--- src/rtl/wvs_pkg.sv ---
package wvs_pkg;
    typedef enum logic [1:0] {
        ST_RUN   = 2'd0,
        ST_TURN  = 2'd1,
        ST_ECO   = 2'd2,
        ST_FAULT = 2'd3
    } wvs_state_e;

    typedef enum logic [1:0] {
        SLEW_HOLD = 2'd0,
        SLEW_UP   = 2'd1,
        SLEW_DOWN = 2'd2,
        SLEW_ZERO = 2'd3
    } wvs_slew_e;
endpackage

--- src/rtl/wvs_window_check.sv ---
module wvs_window_check #(
    parameter int W = 8
) (
    input  logic [W-1:0] value,
    input  logic [W-1:0] lo,
    input  logic [W-1:0] hi,
    output logic         outside
);
    always_comb begin
        outside = (value < lo) || (value > hi);
    end
endmodule

--- src/rtl/wvs_stability_monitor.sv ---
module wvs_stability_monitor #(
    parameter int W          = 8,
    parameter int TOL        = 3,
    parameter int HOLD_TICKS = 3
) (
    input  logic         clk,
    input  logic         rst_n,
    input  logic         arm,
    input  logic         clr,
    input  logic [W-1:0] meas,
    input  logic [W-1:0] target,
    output logic         over_tol,
    output logic         unsteady
);
    localparam int            CW     = $clog2(HOLD_TICKS + 1);
    localparam logic [W-1:0]  TOL_X  = W'(TOL);
    localparam logic [CW-1:0] HOLD_X = CW'(HOLD_TICKS);

    logic [W-1:0]  diff;
    logic [CW-1:0] run_q;

    always_comb begin
        diff     = (meas > target) ? (meas - target) : (target - meas);
        over_tol = diff > TOL_X;
        unsteady = over_tol && (run_q == HOLD_X);
    end

    always_ff @(posedge clk) begin
        if (!rst_n || clr) begin
            run_q <= '0;
        end else if (arm) begin
            if (!over_tol) begin
                run_q <= '0;
            end else if (run_q < HOLD_X) begin
                run_q <= run_q + 1'b1;
            end
        end
    end

    AST_RUN_BOUND: assert property (@(posedge clk) disable iff (!rst_n)
        run_q <= HOLD_X);
    AST_RUN_RESTART: assert property (@(posedge clk) disable iff (!rst_n)
        (arm && !clr && !over_tol) |=> (run_q == '0));
endmodule

--- src/rtl/wvs_flow_slew.sv ---
module wvs_flow_slew
    import wvs_pkg::*;
#(
    parameter int W    = 8,
    parameter int STEP = 4
) (
    input  logic [W-1:0] flow,
    input  wvs_slew_e    mode,
    output logic [W-1:0] flow_nxt
);
    localparam logic [W:0] STEP_X = (W+1)'(STEP);
    localparam logic [W:0] MAX_X  = {1'b0, {W{1'b1}}};

    logic [W:0] up_sum;

    always_comb begin
        up_sum = {1'b0, flow} + STEP_X;
        unique case (mode)
            SLEW_HOLD: flow_nxt = flow;
            SLEW_UP:   flow_nxt = (up_sum > MAX_X) ? {W{1'b1}} : up_sum[W-1:0];
            SLEW_DOWN: flow_nxt = ({1'b0, flow} < STEP_X) ? '0 : (flow - STEP_X[W-1:0]);
            default:   flow_nxt = '0;
        endcase
    end
endmodule

--- src/rtl/wheel_valve_supervisor.sv ---
module wheel_valve_supervisor
    import wvs_pkg::*;
#(
    parameter int RATE_W     = 8,
    parameter int PRESS_W    = 8,
    parameter int STEP       = 4,
    parameter int TOL        = 3,
    parameter int HOLD_TICKS = 3
) (
    input  logic               clk,
    input  logic               rst_n,
    input  logic               tick,
    input  logic               cmd_dir,
    input  logic [RATE_W-1:0]  cmd_rate,
    input  logic [RATE_W-1:0]  meas_rate,
    input  logic [PRESS_W-1:0] meas_press,
    input  logic [PRESS_W-1:0] press_min,
    input  logic [PRESS_W-1:0] press_max,
    input  logic               eco_bypass,
    input  logic               fault_clr,
    output logic [RATE_W-1:0]  flow_cmd,
    output logic               flow_dir,
    output logic               bypass,
    output logic               wheel_lost
);
    localparam logic [RATE_W:0] STEP_X = (RATE_W+1)'(STEP);

    wvs_state_e        state_q, state_d;
    wvs_slew_e         slew_mode;
    logic [RATE_W-1:0] flow_q, flow_d;
    logic              dir_q, dir_d;
    logic              press_bad, over_tol, unsteady;
    logic              mon_arm, mon_clr;

    wvs_window_check #(.W(PRESS_W)) u_press (
        .value   (meas_press),
        .lo      (press_min),
        .hi      (press_max),
        .outside (press_bad)
    );

    assign mon_arm = tick && (state_q == ST_RUN);
    assign mon_clr = (state_q != ST_RUN);

    wvs_stability_monitor #(.W(RATE_W), .TOL(TOL), .HOLD_TICKS(HOLD_TICKS)) u_speed (
        .clk      (clk),
        .rst_n    (rst_n),
        .arm      (mon_arm),
        .clr      (mon_clr),
        .meas     (meas_rate),
        .target   (cmd_rate),
        .over_tol (over_tol),
        .unsteady (unsteady)
    );

    wvs_flow_slew #(.W(RATE_W), .STEP(STEP)) u_slew (
        .flow     (flow_q),
        .mode     (slew_mode),
        .flow_nxt (flow_d)
    );

    // transition logic
    always_comb begin
        state_d   = state_q;
        dir_d     = dir_q;
        slew_mode = SLEW_HOLD;
        unique case (state_q)
            ST_RUN: begin
                if (tick) begin
                    if (press_bad || unsteady) begin
                        state_d   = ST_FAULT;
                        slew_mode = SLEW_ZERO;
                    end else if (eco_bypass) begin
                        state_d   = ST_ECO;
                        slew_mode = SLEW_ZERO;
                    end else if (cmd_dir != dir_q) begin
                        state_d   = ST_TURN;
                        slew_mode = SLEW_DOWN;
                    end else if (meas_rate < cmd_rate) begin
                        slew_mode = SLEW_UP;
                    end else if (meas_rate > cmd_rate) begin
                        slew_mode = SLEW_DOWN;
                    end
                end
            end
            ST_TURN: begin
                if (tick) begin
                    if (press_bad) begin
                        state_d   = ST_FAULT;
                        slew_mode = SLEW_ZERO;
                    end else if (eco_bypass) begin
                        state_d   = ST_ECO;
                        slew_mode = SLEW_ZERO;
                    end else if (flow_q == '0) begin
                        state_d = ST_RUN;
                        dir_d   = cmd_dir;
                    end else begin
                        slew_mode = SLEW_DOWN;
                    end
                end
            end
            ST_ECO: begin
                slew_mode = SLEW_ZERO;
                if (tick && !eco_bypass) begin
                    state_d = ST_RUN;
                    dir_d   = cmd_dir;
                end
            end
            ST_FAULT: begin
                slew_mode = SLEW_ZERO;
                if (fault_clr && !press_bad && !over_tol) begin
                    state_d = eco_bypass ? ST_ECO : ST_RUN;
                    dir_d   = cmd_dir;
                end
            end
            default: begin
                state_d   = ST_FAULT;
                slew_mode = SLEW_ZERO;
            end
        endcase
    end

    // state register
    always_ff @(posedge clk) begin
        if (!rst_n) begin
            state_q <= ST_RUN;
            flow_q  <= '0;
            dir_q   <= 1'b0;
        end else begin
            state_q <= state_d;
            flow_q  <= flow_d;
            dir_q   <= dir_d;
        end
    end

    // output decode
    always_comb begin
        flow_cmd   = flow_q;
        flow_dir   = dir_q;
        bypass     = (state_q == ST_ECO) || (state_q == ST_FAULT);
        wheel_lost = (state_q == ST_FAULT);
    end

    AST_SLEW_LIMIT: assert property (@(posedge clk) disable iff (!rst_n)
        !bypass |-> (({1'b0, flow_cmd} <= {1'b0, $past(flow_cmd)} + STEP_X) &&
                     ({1'b0, $past(flow_cmd)} <= {1'b0, flow_cmd} + STEP_X)));
    AST_BYPASS_DRY: assert property (@(posedge clk) disable iff (!rst_n)
        bypass |-> (flow_cmd == '0));
    AST_PRESS_TRIP: assert property (@(posedge clk) disable iff (!rst_n)
        (tick && !bypass && press_bad) |=> wheel_lost);
    AST_SPEED_TRIP: assert property (@(posedge clk) disable iff (!rst_n)
        (tick && (state_q == ST_RUN) && unsteady) |=> wheel_lost);
    AST_LOST_LATCH: assert property (@(posedge clk) disable iff (!rst_n)
        (wheel_lost && !fault_clr) |=> wheel_lost);
    AST_DIR_AT_REST: assert property (@(posedge clk) disable iff (!rst_n)
        (flow_dir != $past(flow_dir)) |-> ($past(flow_cmd) == '0));
endmodule

--- config.mk ---
export PLATFORM = sky130hd
export DESIGN_NAME = wheel_valve_supervisor
export DESIGN_NICKNAME = d
export VERILOG_FILES = /design/src/rtl/wvs_pkg.sv /design/src/rtl/wvs_window_check.sv /design/src/rtl/wvs_stability_monitor.sv /design/src/rtl/wvs_flow_slew.sv /design/src/rtl/wheel_valve_supervisor.sv
export SDC_FILE = /design/constraint.sdc
export NUM_CORES = 1
export LEC_CHECK = 0
export BUFFER_PORTS_ARGS = -buffer_cell sky130_fd_sc_hd__clkbuf_2
export CAP_MARGIN = 20
export CELL_PAD_IN_SITES_DETAIL_PLACEMENT = 2
export CELL_PAD_IN_SITES_GLOBAL_PLACEMENT = 2
export CORE_MARGIN = 5
export CORE_UTILIZATION = 34
export DETAILED_ROUTE_END_ITERATION = 12
export GPL_ROUTABILITY_DRIVEN = 1
export PLACE_DENSITY = 0.94
export REMOVE_ABC_BUFFERS = 1
export SLEW_MARGIN = 20
export SYNTH_ARGS = -nofsm -noshare
export SYNTH_HDL_FRONTEND = slang
export SYNTH_HIERARCHICAL = 1
export SYNTH_SLANG_ARGS = --single-unit
--- constraint.sdc ---
create_clock -name clk -period 5.9 [get_ports clk]
set_clock_uncertainty 0.15 [all_clocks]
set_input_delay 0.295 -clock clk [delete_from_list [all_inputs] [get_ports clk]]
set_output_delay 0.295 -clock clk [all_outputs]
set_load 0.03 [all_outputs]
---- Word-level counts from Yosys, hierarchy flattened ----
Cells that the tools add are included.
storage, ports and cells
  logic and storage cells ................. 92
  register bits after elaboration ......... 13
  memories kept ........................... 0
  output and inout port bits .............. 11
  input port bits ......................... 46
  bits in latches ......................... 0
  RAM bits ................................ 0
  bits in read-only memories .............. 0
operators by class
  $lt $le $gt $ge ......................... 8
  shift-type cells ........................ 0
  $add $sub $neg .......................... 5
  bitwise operators ....................... 0
  eq/ne operators ......................... 17
  reduce and logical (&&, ||, !) cells .... 22
  muxes and demuxes ....................... 36
  div/mod/pow operators ................... 0
  multiply operators ...................... 0
operators by type and width
  cell                                                           count
  two-way mux 2 bit                                              23
  two-way mux 8 bit                                              3
  case mux 8 bit (3 select lines)                                1
  greater-than comparator 8 bit                                  2
  less-than comparator 8 bit                                     2
  subtractor 8 bit                                               2
  != test 2 bit, second input constant                           7
  adder 8 x 3 -> 9 bit, second input constant                    1
  greater-than comparator 9 x 8 -> 1 bit, second input constant  1
  == test 2 bit, second input constant                           4
  greater-than comparator 8 x 2 -> 1 bit, second input constant  1
  zero test 8 bit                                                1
  less-than comparator 8 x 3 -> 1 bit, second input constant     1
  case mux 2 bit (4 select lines)                                1
  subtractor 8 x 3 -> 8 bit, second input constant               1
  AND reduction 7 bit                                            1
  two-way mux 1 bit                                              6
  case mux 2 bit (3 select lines)                                1
  AND reduction 6 bit                                            1
  logical AND 1 bit                                              5
  == test 2 x 1 -> 1 bit, second input constant                  2
  zero test 1 bit                                                4
  zero test 2 bit                                                2
  logical OR 1 bit                                               4
  11 further kinds                                               11

---- Longest topological paths before layout ----
  depth in word-level cells ............... 10
  depth in mapped cells ................... 20
  gate-level depth less buffers ........... 19

---- By module ----
Netlist, hierarchy kept.
by module, submodules not included
  module                  cells each  area an instance (um2)  sequential area each (um2)  instances
  wvs_stability_monitor   125         955.9                   40.0                        1
  wheel_valve_supervisor  96          774.5                   220.2                       1
  wvs_flow_slew           66          426.7                   0.0                         1
  wvs_window_check        56          385.4                   0.0                         1

---- Worst setup path after synthesis ----
No wires, ideal clock.
  path kind ............................... input to register
  from .................................... input cmd_rate[0]
  to ...................................... register flow_q[7], in the netlist flow_cmd[7]
  stages .................................. 19
  arrival time ............................ 3892 ps
  data required time ...................... 5691 ps
  path buffers ............................ 1
  library setup time ...................... 59 ps
  setup slack ............................. 1799 ps
  cells stage by stage .................... inv_1 -> ha_1 -> inv_1 -> fa_1 -> xnor2_4 -> o221ai_1 -> or3b_1 -> nor4_2 -> a21oi_2 -> and2_1 -> or4_1 -> a31oi_1 -> o31ai_1 -> buf_2 -> nor2b_1 -> nand3_1 -> a32oi_1 -> a21o_1 -> and2_1
between the ends
  cells in the longest elaborated chain, start to end .. 10
  elaborated cells on any way between the ends .. 19
  classes of those cells .................. 2 x add/sub; 3 x order compare; 2 x eq/ne; 9 x mux; 3 x reduce/logical
RTL lines
  what                                                                      line                           RTL
  start, declared                                                           wheel_valve_supervisor.sv:14   input logic [RATE_W-1:0] cmd_rate,
  subtractor 8 bit / greater-than comparator 8 bit (equally long branches)  wvs_stability_monitor.sv:23    diff = (meas > target) ? (meas - target) : (target - meas);
  two-way mux 8 bit (*)                                                     wvs_stability_monitor.sv:23
  greater-than comparator 8 x 2 -> 1 bit (*)                                wvs_stability_monitor.sv:24    over_tol = diff > TOL_X;
  named net over_tol                                                        wheel_valve_supervisor.sv:32   logic press_bad, over_tol, unsteady;
  logical AND 1 bit (*)                                                     wvs_stability_monitor.sv:25    unsteady = over_tol && (run_q == HOLD_X);
  named net unsteady                                                        wheel_valve_supervisor.sv:32
  logical OR 1 bit (*)                                                      wheel_valve_supervisor.sv:70   if (press_bad || unsteady) begin
  two-way mux 2 bit (*)                                                     wheel_valve_supervisor.sv:70
  two-way mux 2 bit (*)                                                     wheel_valve_supervisor.sv:69   if (tick) begin
  case mux 2 bit (3 select lines) (*)                                       wheel_valve_supervisor.sv:67   unique case (state_q)
  named net slew_mode[1]                                                    wheel_valve_supervisor.sv:29   wvs_slew_e slew_mode;
  == test 2 bit (tied with other cells)                                     wvs_flow_slew.sv:18            unique case (mode)
  case mux 8 bit (3 select lines) (*)                                       wvs_flow_slew.sv:18
  named net flow_d[7]                                                       wheel_valve_supervisor.sv:30   logic [RATE_W-1:0] flow_q, flow_d;
  end signal, assigned                                                      wheel_valve_supervisor.sv:131  flow_q <= flow_d;
  end, declared                                                             wheel_valve_supervisor.sv:30
Mark *: on every way through the listed nets, which the timed path passes. The rest lies on a longest branch.
A chain may end at the register's enable or synchronous reset.

---- Worst setup path in the final report ----
Ends and elaborated chain as after synthesis.

==> impl_metrics.yaml <==
critical_path:
  path_buf_inv: 4
  worstPathMaxFanout: 10
  endpoint: "flow_cmd[7]"
  crit_required_ns: 5.95
  crit_family: "simple AND/OR/NAND/NOR gates"
  r2r_end: "flow_cmd[7]"
  crit_path_start_kind: "input port"
  reg2reg_depth: 11
  critPathCaptureType: "flop"
  worstSetupPathType: "in2reg"
  critical_path_arrival_ns: 4.52
  cp_cell_sequence: "clkbuf_2, inv_1, ha_1, inv_1, fa_1, xnor2_4, o221ai_1, or3b_1, nor4_2, a21oi_2, and2_1, or4_1, a31oi_1, o31ai_1, buf_4, nor2b_1, nand3_1, a32oi_1, a21o_1, and2_1"
  max_stage_delay_ns: 0.53
  regToRegStartpoint: "u_speed/run_q[0]"
  cp_slowest_cell: "or4_1"
  path_depth: 20
  critical_path.startpoint: "cmd_rate[0]"
  ff2ff_setup_slack_ns: 2.90
logic_synthesis:
  ys_async_sr_fraction_pct: 0
  syn_area_sq_mm: 0.00254
  synth_edf_count: 0
  synth-seq-cells: 13
  synth_top_area_cell: "ha_1"
  ys.flop_type: "dfxtp_1"
  syn_area_per_cell_sq_um: 7.41
  synthCells: 343
  seq_area_frac_synth_pct: 10.2
  synthTopCellsByArea: "ha_1, dfxtp_1, inv_1"
  synth_top_area_share_pct: 20.7
  yosysUniqueCellTypes: 62
  yosysWarningCount: 6
timing:
  maxSlewViolCount: 0
  rsz0062_at_grt: "false"
  fin_tns_setup_ns: 0
  final-setup-viol-count: 0
  finalWorstPathRequiredPeriod_ns: 4.47
  max_clock_freq_mhz: 224
  finalHoldViolCount: 0
  fin_crit_sh_pct: 75.7
  tightestPinTransition_ns: 0.655
  slew_headroom_pct: 56.1
  setup_slack_ns: 1.43
clock_network:
  h-tree-depth: 1
  post-cts-setup-buffer-count: 0
  cts_tree: "done"
  clk_latency_ns: 0.26
  root_buffer: "clkbuf_8"
  cts_buffer_depth: 2
  numCtsBuffers: 3
  cts-resized-gates: 0
  clock_sinks: 13
  clkTransAtPathRegs_ns: 0.06
  cts_hold_buf: 0
drt:
  num_vias: 2702
  wl_per_cell_microns: 17.8
  first_pass_iters: 4
  post-route-drc-count: 0
  vias_per_cell: 5.51
  ant_nets: 0
  drt-total-wl_mm: 8.74
  drt_iter0_drc: 50
power_and_ir_drop:
  p_total_uw: 647
  p_leak_uw: 0.00141
  power_density_mw_per_mm2: 222
  vdd_ir_drop_max_uv: 60.9
placed_design:
  gp_congestion: 0.861
  hpwl_mm: 7.12
  io_buffer_count: 56
  place_ws_ns: 1.22
  place_inst: 486
floorplan:
  core_area_sq_mm: 0.00725
  ios: 57
  fp-row-count: 31
  die_x_microns: 96.5
  fp.dieH_microns: 96.5
  die_area_sq_mm: 0.00931
  start_util_pct: 35.1
cells_and_area:
  num_antenna_cells: 0
  nFillCells: 898
  drive_above_1_share_pct: 19.4
  postLayoutCoreUtil_pct: 40.2
  area_delta_synth_final_pct: 14.6
  final_cells: 490
  nNetsFinal: 482
grt:
  grt_overflow_total: 0
  grt_pass1_vias: 2961
  grt_max_degree: 16
  gr-usage-all-layers_pct: 19.3
  grt_pass1_wl_mm: 14.4
  antenna_found_initial: 0
run_status:
  status: "completed"
min_path:
  hold_class: "in2reg"
flow_run:
  drv_cap: 0
-- registers in the layout, summed over array words and instances, names as in the netlist --
signal and count:
flow_cmd 8, flow_dir 1, state_q 2, u_speed/run_q 2
-- metal layers --
metal  GRT usage, %  up-vias  part of all wire, %
li1               -     1316                    -
met1           23.3     1324                   43
met2           37.1       53                   52
met3           1.55        9                  3.4
met4           3.86        0                  1.2
met5              0        -                    0
-- placed cells by master (no fill, tap or decap), types with 11 or more instances in the layout --
master,instances
a21oi_1,27
nor2_1,15
nand2b_1,11
nand2_1,22
ha_1,42
o21ai_0,18
dfxtp_1,13
clkbuf_2,56
inv_1,53
-- worst min-delay path by stage --
stage                      from          endpoint  slack [ns]  cells after the start
5_1_grt                 cmd_dir          flow_dir        0.19                      3
6_report                cmd_dir          flow_dir        0.16                      3
2_1_floorplan             rst_n       flow_cmd[0]        0.27                      1
3_5_place_dp   u_speed/run_q[0]  u_speed/run_q[0]        0.34                      2
3_3_place_gp   u_speed/run_q[1]  u_speed/run_q[1]        0.34                      2
4_1_cts                 cmd_dir          flow_dir        0.17                      3
-- layout make-up --
cell class	instances	area, sq um	share of cell area (%)
Multi-Input combinational cell	264	2000	68.6
Timing Repair Buffer	57	288	9.88
Sequential cell	13	260	8.93
Inverter	53	199	6.83
Tap cell	99	124	4.25
Clock buffer	4	45.0	1.55
-- worst reg2reg max path, cell delays in order, from the launching register on --
cell and delay [ns]:
dfxtp_1 0.33, ha_1 0.26, and2_1 0.21, or4_1 0.53, a31oi_1 0.18, o31ai_1 0.09
buf_4 0.19, nor2b_1 0.40, nand3_1 0.14, a32oi_1 0.23, a21o_1 0.10, and2_1 0.13
-- logic make-up (layout without fill, tap and decap cells) --
| family | Yosys count | count (layout) | share of synthesized area [%] |
|---|---|---|---|
| compound gates | 95 | 95 | 24.7 |
| mux | 3 | 3 | 1.18 |
| fa+ha+maj | 44 | 44 | 22.2 |
| flops | 13 | 13 | 10.2 |
| buf+inv | 66 | 114 | 11.2 |
| simple gates | 117 | 117 | 28.0 |
| xor+xnor | 5 | 5 | 2.46 |
-- metrics by stage --
| stage | instance area, sq um | hold WS, ns |
|---|---|---|
| after global routing | 2910 | 0.187 |
| after floorplan | 2460 | 0.267 |
| final | 2910 | 0.162 |
| after global placement | 2870 | 0.335 |
| after detailed placement | 2870 | 0.344 |
| after CTS | 2910 | 0.168 |
-- power by group --
| group | internal [uW] | switching (uW) |
|---|---|---|
| clock network | 48.0 | 38.7 |
| registers | 105 | 47.3 |
| logic | 164 | 244 |
-- Yosys cell counts (2+ instances only) --
cell       number
buf_2           7
nor4b_1         4
dfxtp_1        13
o21ai_0        18
mux2i_1         3
clkbuf_1        2
nand2_1        22
o21a_1          2
nand3_1        10
and2_1         10
a31oi_1         4
fa_1            2
o2111ai_1       3
xor2_1          3
ha_1           42
nor4_1          2
nand3b_1        7
a211oi_1        9
a21oi_1        27
or2_1           3
o31ai_1         2
nor4_4          2
inv_1          53
nand4_1         6
nand2b_1       11
o221ai_1        2
nor3_1          6
a21o_1          4
nor4_2          2
o22ai_1         7
nor2b_1         6
a32oi_1         3
nor3b_1         2
buf_6           2
nor2_1         15
No activity file was read; power rests on OpenSTA's default activity.
